[src/rtl/hcv_pkg.sv]
package hcv_pkg;

   // Outcome of a host write strobe at a clock edge.
   typedef enum logic [1:0] {
      HCV_WR_NONE    = 2'd0,
      HCV_WR_ACCEPT  = 2'd1,
      HCV_WR_BLOCKED = 2'd2
   } hcv_wr_e;

   localparam int HCV_DEF_DATA_W    = 8;
   localparam int HCV_DEF_RESET_VEC = 'h32;

endpackage

[src/rtl/hcv_rst_merge.sv]
module hcv_rst_merge #(
   parameter int NUM_SRC = 3
) (
   input  logic [NUM_SRC-1:0] src,
   output logic               any_rst
);

   initial begin
      if (NUM_SRC < 1) $fatal(1, "hcv_rst_merge: NUM_SRC must be at least 1");
   end

   generate
      if (NUM_SRC == 1) begin : g_single
         assign any_rst = src[0];
      end else begin : g_multi
         assign any_rst = |src;
      end
   endgenerate

endmodule

[src/rtl/hcv_ctrl_reg.sv]
module hcv_ctrl_reg
   import hcv_pkg::*;
#(
   parameter int VEC_W     = 7,
   parameter int RESET_VEC = 'h32
) (
   input  logic             clk,
   input  logic             rst_n,
   input  logic             sync_clr,
   input  logic             wr_en,
   input  logic [VEC_W:0]   wdata,
   input  logic             ack,
   output logic             req,
   output logic [VEC_W-1:0] vec,
   output logic             err
);

   localparam logic [VEC_W-1:0] VecInit = VEC_W'(RESET_VEC);

   hcv_wr_e wr_kind;

   // Lockout is judged on the request bit held before the edge.
   always_comb begin
      if (!wr_en)   wr_kind = HCV_WR_NONE;
      else if (req) wr_kind = HCV_WR_BLOCKED;
      else          wr_kind = HCV_WR_ACCEPT;
   end

   always_ff @(posedge clk or negedge rst_n) begin
      if (!rst_n) begin
         req <= 1'b0;
         vec <= VecInit;
         err <= 1'b0;
      end else if (sync_clr) begin
         req <= 1'b0;
         vec <= VecInit;
         err <= 1'b0;
      end else begin
         if (wr_kind == HCV_WR_ACCEPT) begin
            req <= wdata[VEC_W];
            vec <= wdata[VEC_W-1:0];
         end else if (ack && req) begin
            req <= 1'b0;
         end
         if (wr_kind == HCV_WR_BLOCKED) begin
            err <= 1'b1;
         end
      end
   end

endmodule

[src/rtl/hcv_addr_map.sv]
module hcv_addr_map #(
   parameter int VEC_W  = 7,
   parameter int SHIFT  = 1,
   parameter int ADDR_W = VEC_W + SHIFT
) (
   input  logic [VEC_W-1:0]  vec,
   output logic [ADDR_W-1:0] addr
);

   initial begin
      if (ADDR_W != VEC_W + SHIFT) $fatal(1, "hcv_addr_map: ADDR_W must equal VEC_W + SHIFT");
      if (SHIFT < 0) $fatal(1, "hcv_addr_map: SHIFT must not be negative");
   end

   generate
      if (SHIFT == 0) begin : g_direct
         assign addr = vec;
      end else begin : g_scaled
         assign addr = {vec, {SHIFT{1'b0}}};
      end
   endgenerate

endmodule

[src/rtl/hostcmd_vector.sv]
module hostcmd_vector
   import hcv_pkg::*;
#(
   parameter int DATA_W     = HCV_DEF_DATA_W,
   parameter int ADDR_SHIFT = 1,
   parameter int ADDR_W     = DATA_W - 1 + ADDR_SHIFT,
   parameter int RESET_VEC  = HCV_DEF_RESET_VEC,
   parameter int NUM_SRST   = 3
) (
   input  logic                clk,
   input  logic                rst_n,
   input  logic [NUM_SRST-1:0] sync_rst,
   input  logic                host_wr_en,
   input  logic [DATA_W-1:0]   host_wdata,
   input  logic                core_ack,
   output logic [DATA_W-1:0]   host_rdata,
   output logic                cmd_pending,
   output logic [ADDR_W-1:0]   vec_addr,
   output logic                proto_err
);

   localparam int VEC_W = DATA_W - 1;

   initial begin
      if (DATA_W < 2) $fatal(1, "hostcmd_vector: DATA_W must be at least 2");
      if (ADDR_W != VEC_W + ADDR_SHIFT) $fatal(1, "hostcmd_vector: ADDR_W inconsistent");
      if (RESET_VEC < 0 || RESET_VEC >= (1 << VEC_W)) $fatal(1, "hostcmd_vector: RESET_VEC out of range");
      if (NUM_SRST < 1) $fatal(1, "hostcmd_vector: NUM_SRST must be at least 1");
   end

   logic             any_srst;
   logic             req_q;
   logic [VEC_W-1:0] vec_q;
   logic             err_q;

   hcv_rst_merge #(.NUM_SRC(NUM_SRST)) u_rst (
      .src     (sync_rst),
      .any_rst (any_srst)
   );

   hcv_ctrl_reg #(.VEC_W(VEC_W), .RESET_VEC(RESET_VEC)) u_reg (
      .clk      (clk),
      .rst_n    (rst_n),
      .sync_clr (any_srst),
      .wr_en    (host_wr_en),
      .wdata    (host_wdata),
      .ack      (core_ack),
      .req      (req_q),
      .vec      (vec_q),
      .err      (err_q)
   );

   hcv_addr_map #(.VEC_W(VEC_W), .SHIFT(ADDR_SHIFT), .ADDR_W(ADDR_W)) u_map (
      .vec  (vec_q),
      .addr (vec_addr)
   );

   assign host_rdata  = {req_q, vec_q};
   assign cmd_pending = req_q;
   assign proto_err   = err_q;

endmodule

[config.mk]
export PLATFORM = sky130hd
export DESIGN_NAME = hostcmd_vector
export DESIGN_NICKNAME = d
export VERILOG_FILES = /design/src/rtl/hcv_pkg.sv /design/src/rtl/hcv_rst_merge.sv /design/src/rtl/hcv_ctrl_reg.sv /design/src/rtl/hcv_addr_map.sv /design/src/rtl/hostcmd_vector.sv
export SDC_FILE = /design/constraint.sdc
export NUM_CORES = 1
export LEC_CHECK = 0
export BUFFER_PORTS_ARGS = -buffer_cell sky130_fd_sc_hd__buf_4
export CORE_AREA = 5 5 42 44
export DETAILED_ROUTE_END_ITERATION = 12
export DIE_AREA = 0 0 47 49
export PLACE_DENSITY = 0.69
export SYNTH_ARGS = -nofsm -noshare
export SYNTH_HDL_FRONTEND = slang
export SYNTH_SLANG_ARGS = --single-unit
export TNS_END_PERCENT = 20
[constraint.sdc]
create_clock -name clk -period 1.1 [get_ports clk]
set_clock_uncertainty 0.05 [all_clocks]
set_input_delay 0.275 -clock clk [delete_from_list [all_inputs] [get_ports clk]]
set_output_delay 0.275 -clock clk [all_outputs]
set_load 0.1 [all_outputs]
==> metrics.txt, run 1 <==
Main synth FF type dfrtp_1; Setup violations, final 17; DIE WIDTH 47 µm; Post-Syn Instances 51; EDFF count, synth 0; CP startpoint kind flip-flop; Req. time, crit path 0.77 ns; vias in the first global route 436; drt pass-1 iters 2; FFs w/ async S/R, synth 100%; Core ar. 1400 µm²; slowest stage cell, crit path dfstp_4; DR WL/cell 12.8 µm; Crit. Startpoint u_reg.vec[1]; Crit Reg-Reg Endpoint u_reg.vec[3]; clock tree buffer depth 2; area growth from synthesis to layout 87.4%; CP max FO 3; FF-to-FF Start u_reg.req; Area contributors post-synth dfrtp_1 31%, dfstp_2 17%, buf_4 14%; Seq cells post-synth 9; DP Worst Slack -0.112 ns; grt total ovfl 0; DIE AREA 2300 µm²; flop-to-flop setup slack 0.04 ns; switching power 271 µW; RSZ-0062 raised after global routing true; nets@finish 94; fin crit share 128%; HPWL after detailed placement 898 µm; Placer Congestion 0.644; switch share 32.0%; first-pass GRT wire length 1980 µm; Worst setup EP type output pin; post-CTS setup buffers 0; clk root buf clkbuf_4; Sequential Power Share 41.8%; synthesis warning total 0; top cell types by occurrence after synthesis 14 x nand2_1, 9 x buf_4, 6 x dfrtp_1; largest net degree at the start of global routing 10; initial antenna violation count 0; cell-internal power 575 µW; Mapped Nets 66; Clock Latency Late Sink 0.25 ns; Bufs and invs on worst path 1; via count 421; placed cell areas 691 µm²; Synth area leader dfrtp_1; I/O Pins 33; DRT iter0 DRCs 4; Final Instance Area 893 µm²; Leakage 0.400 nW; Clock transition at path regs 0.06 ns; sequential area share after synthesis 48.0%; Final Max Slew Viols 0; Crit Path Category reg2out; Die Y 49 µm; Final Hold Viols 0; VDD IR-drop max 0.567 mV; standard-cell rows 14; family with the most delay on the worst path flip-flops; status complete, but fails checks; failing checks setup timing; layout cells sized above 1 67.9%; DRT antenna net count 0; Worst Slack Setup Final -0.309 ns; Crit path largest cell delay 0.65 ns; Initial Util 34.0%; combinational power share 29.0%; # port buffers 31; R2R cell count 4; crit path to vec_addr[2]; top-count cell post-synth nand2_1; syn avg cell area 9.35 µm²; min Tclk post-route 1.41 ns; max cap viols 0; CTS Buf Count 3; DRC Markers 0; diode count 0; CTS tree built; Clock power frac 29.3%; post-synth top area share 31.5%; Num Clock Sinks 9; Vias/cell 4.48; H-tree Lvls 1; Crit. path cell count 1; Distinct cells, synth 15; PD cells 946 nW/µm²; DRT Wirelength 1200 µm; crit path cell chain buf_12; fmax 710 MHz; Worst Hold Class in2reg; Total GRT Usage 11.5%; synthesized area 477 µm²; Crit path arrival time 1.08 ns
## final cells by class
type	count	area, µm²
fillers	117	508
well taps	16	20.0
multi-input cells	31	179
repair buffers	34	409
flip-flops and latches	9	259
clock buffers	4	26.3
## timing repair
action,4_1_cts,5_1_grt
endpoints found under the setup margin,24,25
hold buffers,1,0
endpoints found under the hold margin,9,0
gates resized for setup,33,9
## kinds of logic after synthesis
group	Yosys count	synth area share, %
and+or+nand+nor	24	24.1
buffers and inverters	11	17.6
DFF	9	48.0
AOI/OAI and AO/OA	6	9.45
other	1	0.787
## power groups by stage
stage / clock (mW) / combinational [mW] / sequential (mW)
floorplan: 0 / 0.120 / 0.402
finish: 0.247 / 0.245 / 0.353
CTS: 0.252 / 0.238 / 0.352
detailed placement: 0 / 0.215 / 0.354
global placement: 0 / 0.213 / 0.353
global route: 0.269 / 0.255 / 0.355
## worst min path at each step
stage                        startpoint            to  slack (ns)  depth (start not counted)
after floorplan                   rst_n     u_reg.err       -0.07                          0
after global placement            rst_n     u_reg.req        0.05                          1
after detailed placement          rst_n     u_reg.err        0.06                          1
after CTS                 host_wdata[4]  u_reg.vec[4]        0.19                          3
after global routing      host_wdata[1]  u_reg.vec[1]        0.19                          3
final                     host_wdata[4]  u_reg.vec[4]        0.19                          3
## registers in the layout (all words and copies together) (netlist names)
signal and count:
u_reg.req 1, u_reg.vec 7, u_reg.err 1
## tightest hold or removal path: stages
cell	delay (ns)
buf_4	0.08
nand2_1	0.04
nand3_1	0.07
## routing by layer
metal  global-route usage (%)  up-vias  routed length, µm
li1                         -      207                  -
met1                     14.5      197                468
met2                     19.2       17                648
met3                     2.58        0                 87
met4                     2.76        0                  0
met5                        0        -                  0
## per-stage QoR
| step | power (mW) | TNS, ns | hold WS (ns) | utilization [%] | instances |
|---|---|---|---|---|---|
| 2_1_floorplan | 0.522 | -2.11 | -0.0706 | - | 51 |
| 3_3_place_gp | 0.567 | -0.787 | 0.0547 | 49.3 | 89 |
| 3_5_place_dp | 0.569 | -0.859 | 0.0571 | 49.3 | 89 |
| 4_1_cts | 0.842 | -3.61 | 0.191 | 61.2 | 94 |
| 5_1_grt | 0.879 | -3.99 | 0.193 | 63.7 | 94 |
| 6_report | 0.846 | -3.56 | 0.193 | 63.7 | 94 |
## layout by cell type (no fill, tap or decap), types with 2 or more instances in the layout
master / instances
clkbuf_4: 3
nand2_1: 14
nand3_1: 3
a21oi_2: 4
buf_8: 6
dfstp_4: 3
nor2_2: 2
dfrtp_4: 5
buf_6: 5
a21oi_1: 2
buf_4: 15
buf_12: 7
Note: power is estimated with default switching activity, not from simulation.
==> run 2: changes to the inputs <==
- BUFFER_PORTS_ARGS: -buffer_cell sky130_fd_sc_hd__buf_4 -> not set
- DONT_BUFFER_PORTS: not set -> 1
- PLACE_DENSITY: 0.69 -> not set
==> run 2 against run 1 <==
Net effect: the run still ends with setup timing left; sequential cell count unchanged; utilization shrank 8.0 points; maximum frequency fell by 3.5%; register-to-register slack got worse by 0.07 ns; cell area down 13%; non-clock buffer count down 17; sequential power about the same; via count decreased by 10%; worst hold slack worse by 0.12 ns; clock power is 7% higher; setup slack got worse by 0.051 ns; clock-buffer cell count is the same; critical path type unchanged; critical endpoint unchanged; largest cell class unchanged.
==> metrics.txt, run 2 (synthesized netlist as in run 1, its figures left out) <==
crit path cell chain buf_12; CTS Buf Count 3; clk root buf clkbuf_4; DIE AREA 2300 µm²; layout cells sized above 1 59.0%; status complete, but fails checks; Crit Path Category reg2out; Die Y 49 µm; Clock Latency Late Sink 0.26 ns; area growth from synthesis to layout 63.8%; Reg with most FFs u_reg.vec; Crit path largest cell delay 0.62 ns; H-tree Lvls 1; # port buffers 0; Worst Slack Setup Final -0.360 ns; fin crit share 133%; Final Max Slew Viols 0; DRT iter0 DRCs 4; min Tclk post-route 1.46 ns; Worst Hold Class in2reg; hold_ws 0.0717 ns; Worst setup EP type output pin; fmax 685 MHz; clock tree buffer depth 2; most frequent cells in the layout 14 x nand2_1, 13 x buf_12, 5 x dfrtp_4; grt total ovfl 0; DP Worst Slack -0.0748 ns; CTS tree built; slowest stage cell, crit path dfstp_4; PD cells 1050 nW/µm²; drt pass-1 iters 4; Final Hold Viols 0; Crit path arrival time 1.14 ns; Total GRT Usage 11.5%; max FFs per register 7; vias in the first global route 387; Core ar. 1400 µm²; # placed instances 72; Num Clock Sinks 9; commonest non-fill, non-tap cell in the layout nand2_1; VDD IR-drop max 0.572 mV; diode count 0; DR WL/cell 14.2 µm; first-pass GRT wire length 1860 µm; Initial Util 34.0%; via count 378; DRT antenna net count 0; Crit. Startpoint u_reg.vec[1]; family with the most delay on the worst path flip-flops; largest net degree at the start of global routing 10; Setup violations, final 18; Placer Congestion 0.632; standard-cell rows 14; Largest regs u_reg.vec (7), u_reg.err (1), u_reg.req (1); Leakage 0.317 nW; CP startpoint kind flip-flop; failing checks setup timing; Vias/cell 4.91; hold wc startpoint host_wdata[1]; nets@finish 77; DRC Markers 0; post-route insts no fill 77; Req. time, crit path 0.77 ns; I/O Pins 33; RSZ-0062 raised after global routing true; FF-to-FF Start u_reg.vec[1]; Bufs and invs on worst path 1; initial antenna violation count 0; final setup TNS -3.98 ns; HPWL after detailed placement 862 µm; max cap viols 0; Clock transition at path regs 0.06 ns; CP max FO 3; DRT Wirelength 1090 µm; DIE WIDTH 47 µm
==> run 2: layout make-up <==
class | count | area [µm²]
clock buffers | 4 | 26.3
fillers | 116 | 621
multi-input cells | 31 | 179
flip-flops and latches | 9 | 259
well taps | 16 | 20.0
repair buffers | 17 | 297
==> run 2: per-stage QoR <==
stage / utilization, % / cell area, µm² / power (mW)
after floorplan: - / 594 / 0.522
after global placement: 51.8 / 726 / 0.546
after detailed placement: 51.8 / 726 / 0.548
after CTS: 55.4 / 776 / 0.821
after global routing: 55.7 / 781 / 0.859
final: 55.7 / 781 / 0.819
==> run 2: where the power goes <==
group | leakage [nW] | switching [mW] | total, mW | internal, mW
clock network | 0.0150 | 0.125 | 0.265 | 0.140
registers | 0.105 | 0.00961 | 0.352 | 0.343
logic | 0.197 | 0.141 | 0.202 | 0.0607
total | 0.317 | 0.275 | 0.819 | 0.543
==> run 2: repair_timing <==
action,CTS,global route
endpoints found under the hold margin,9,0
resized for setup,4,1
setup endpoints to repair,24,23
hold buffers,1,0
setup buffers,0,0
==> run 2: per-layer routing <==
metal / GRT usage, % / share of wire [%]
met5: 0 / 0
met4: 8.29 / 3.1
met3: 4.06 / 12
met2: 15.8 / 50
met1: 14.3 / 34
==> run 2: path summary, 6_finish.rpt <==
path / end / slack [ns] / depth (start not counted)
min in group asynchronous: u_reg.err / 0.32 / 1
max in group asynchronous: u_reg.vec[2] / 0.34 / 1
worst min register to register: u_reg.vec[4] / 0.57 / 2
worst min-delay path: u_reg.vec[1] / 0.07 / 2
worst max register to register: u_reg.vec[1] / -0.03 / 3
worst max-delay path: vec_addr[2] / -0.36 / 1
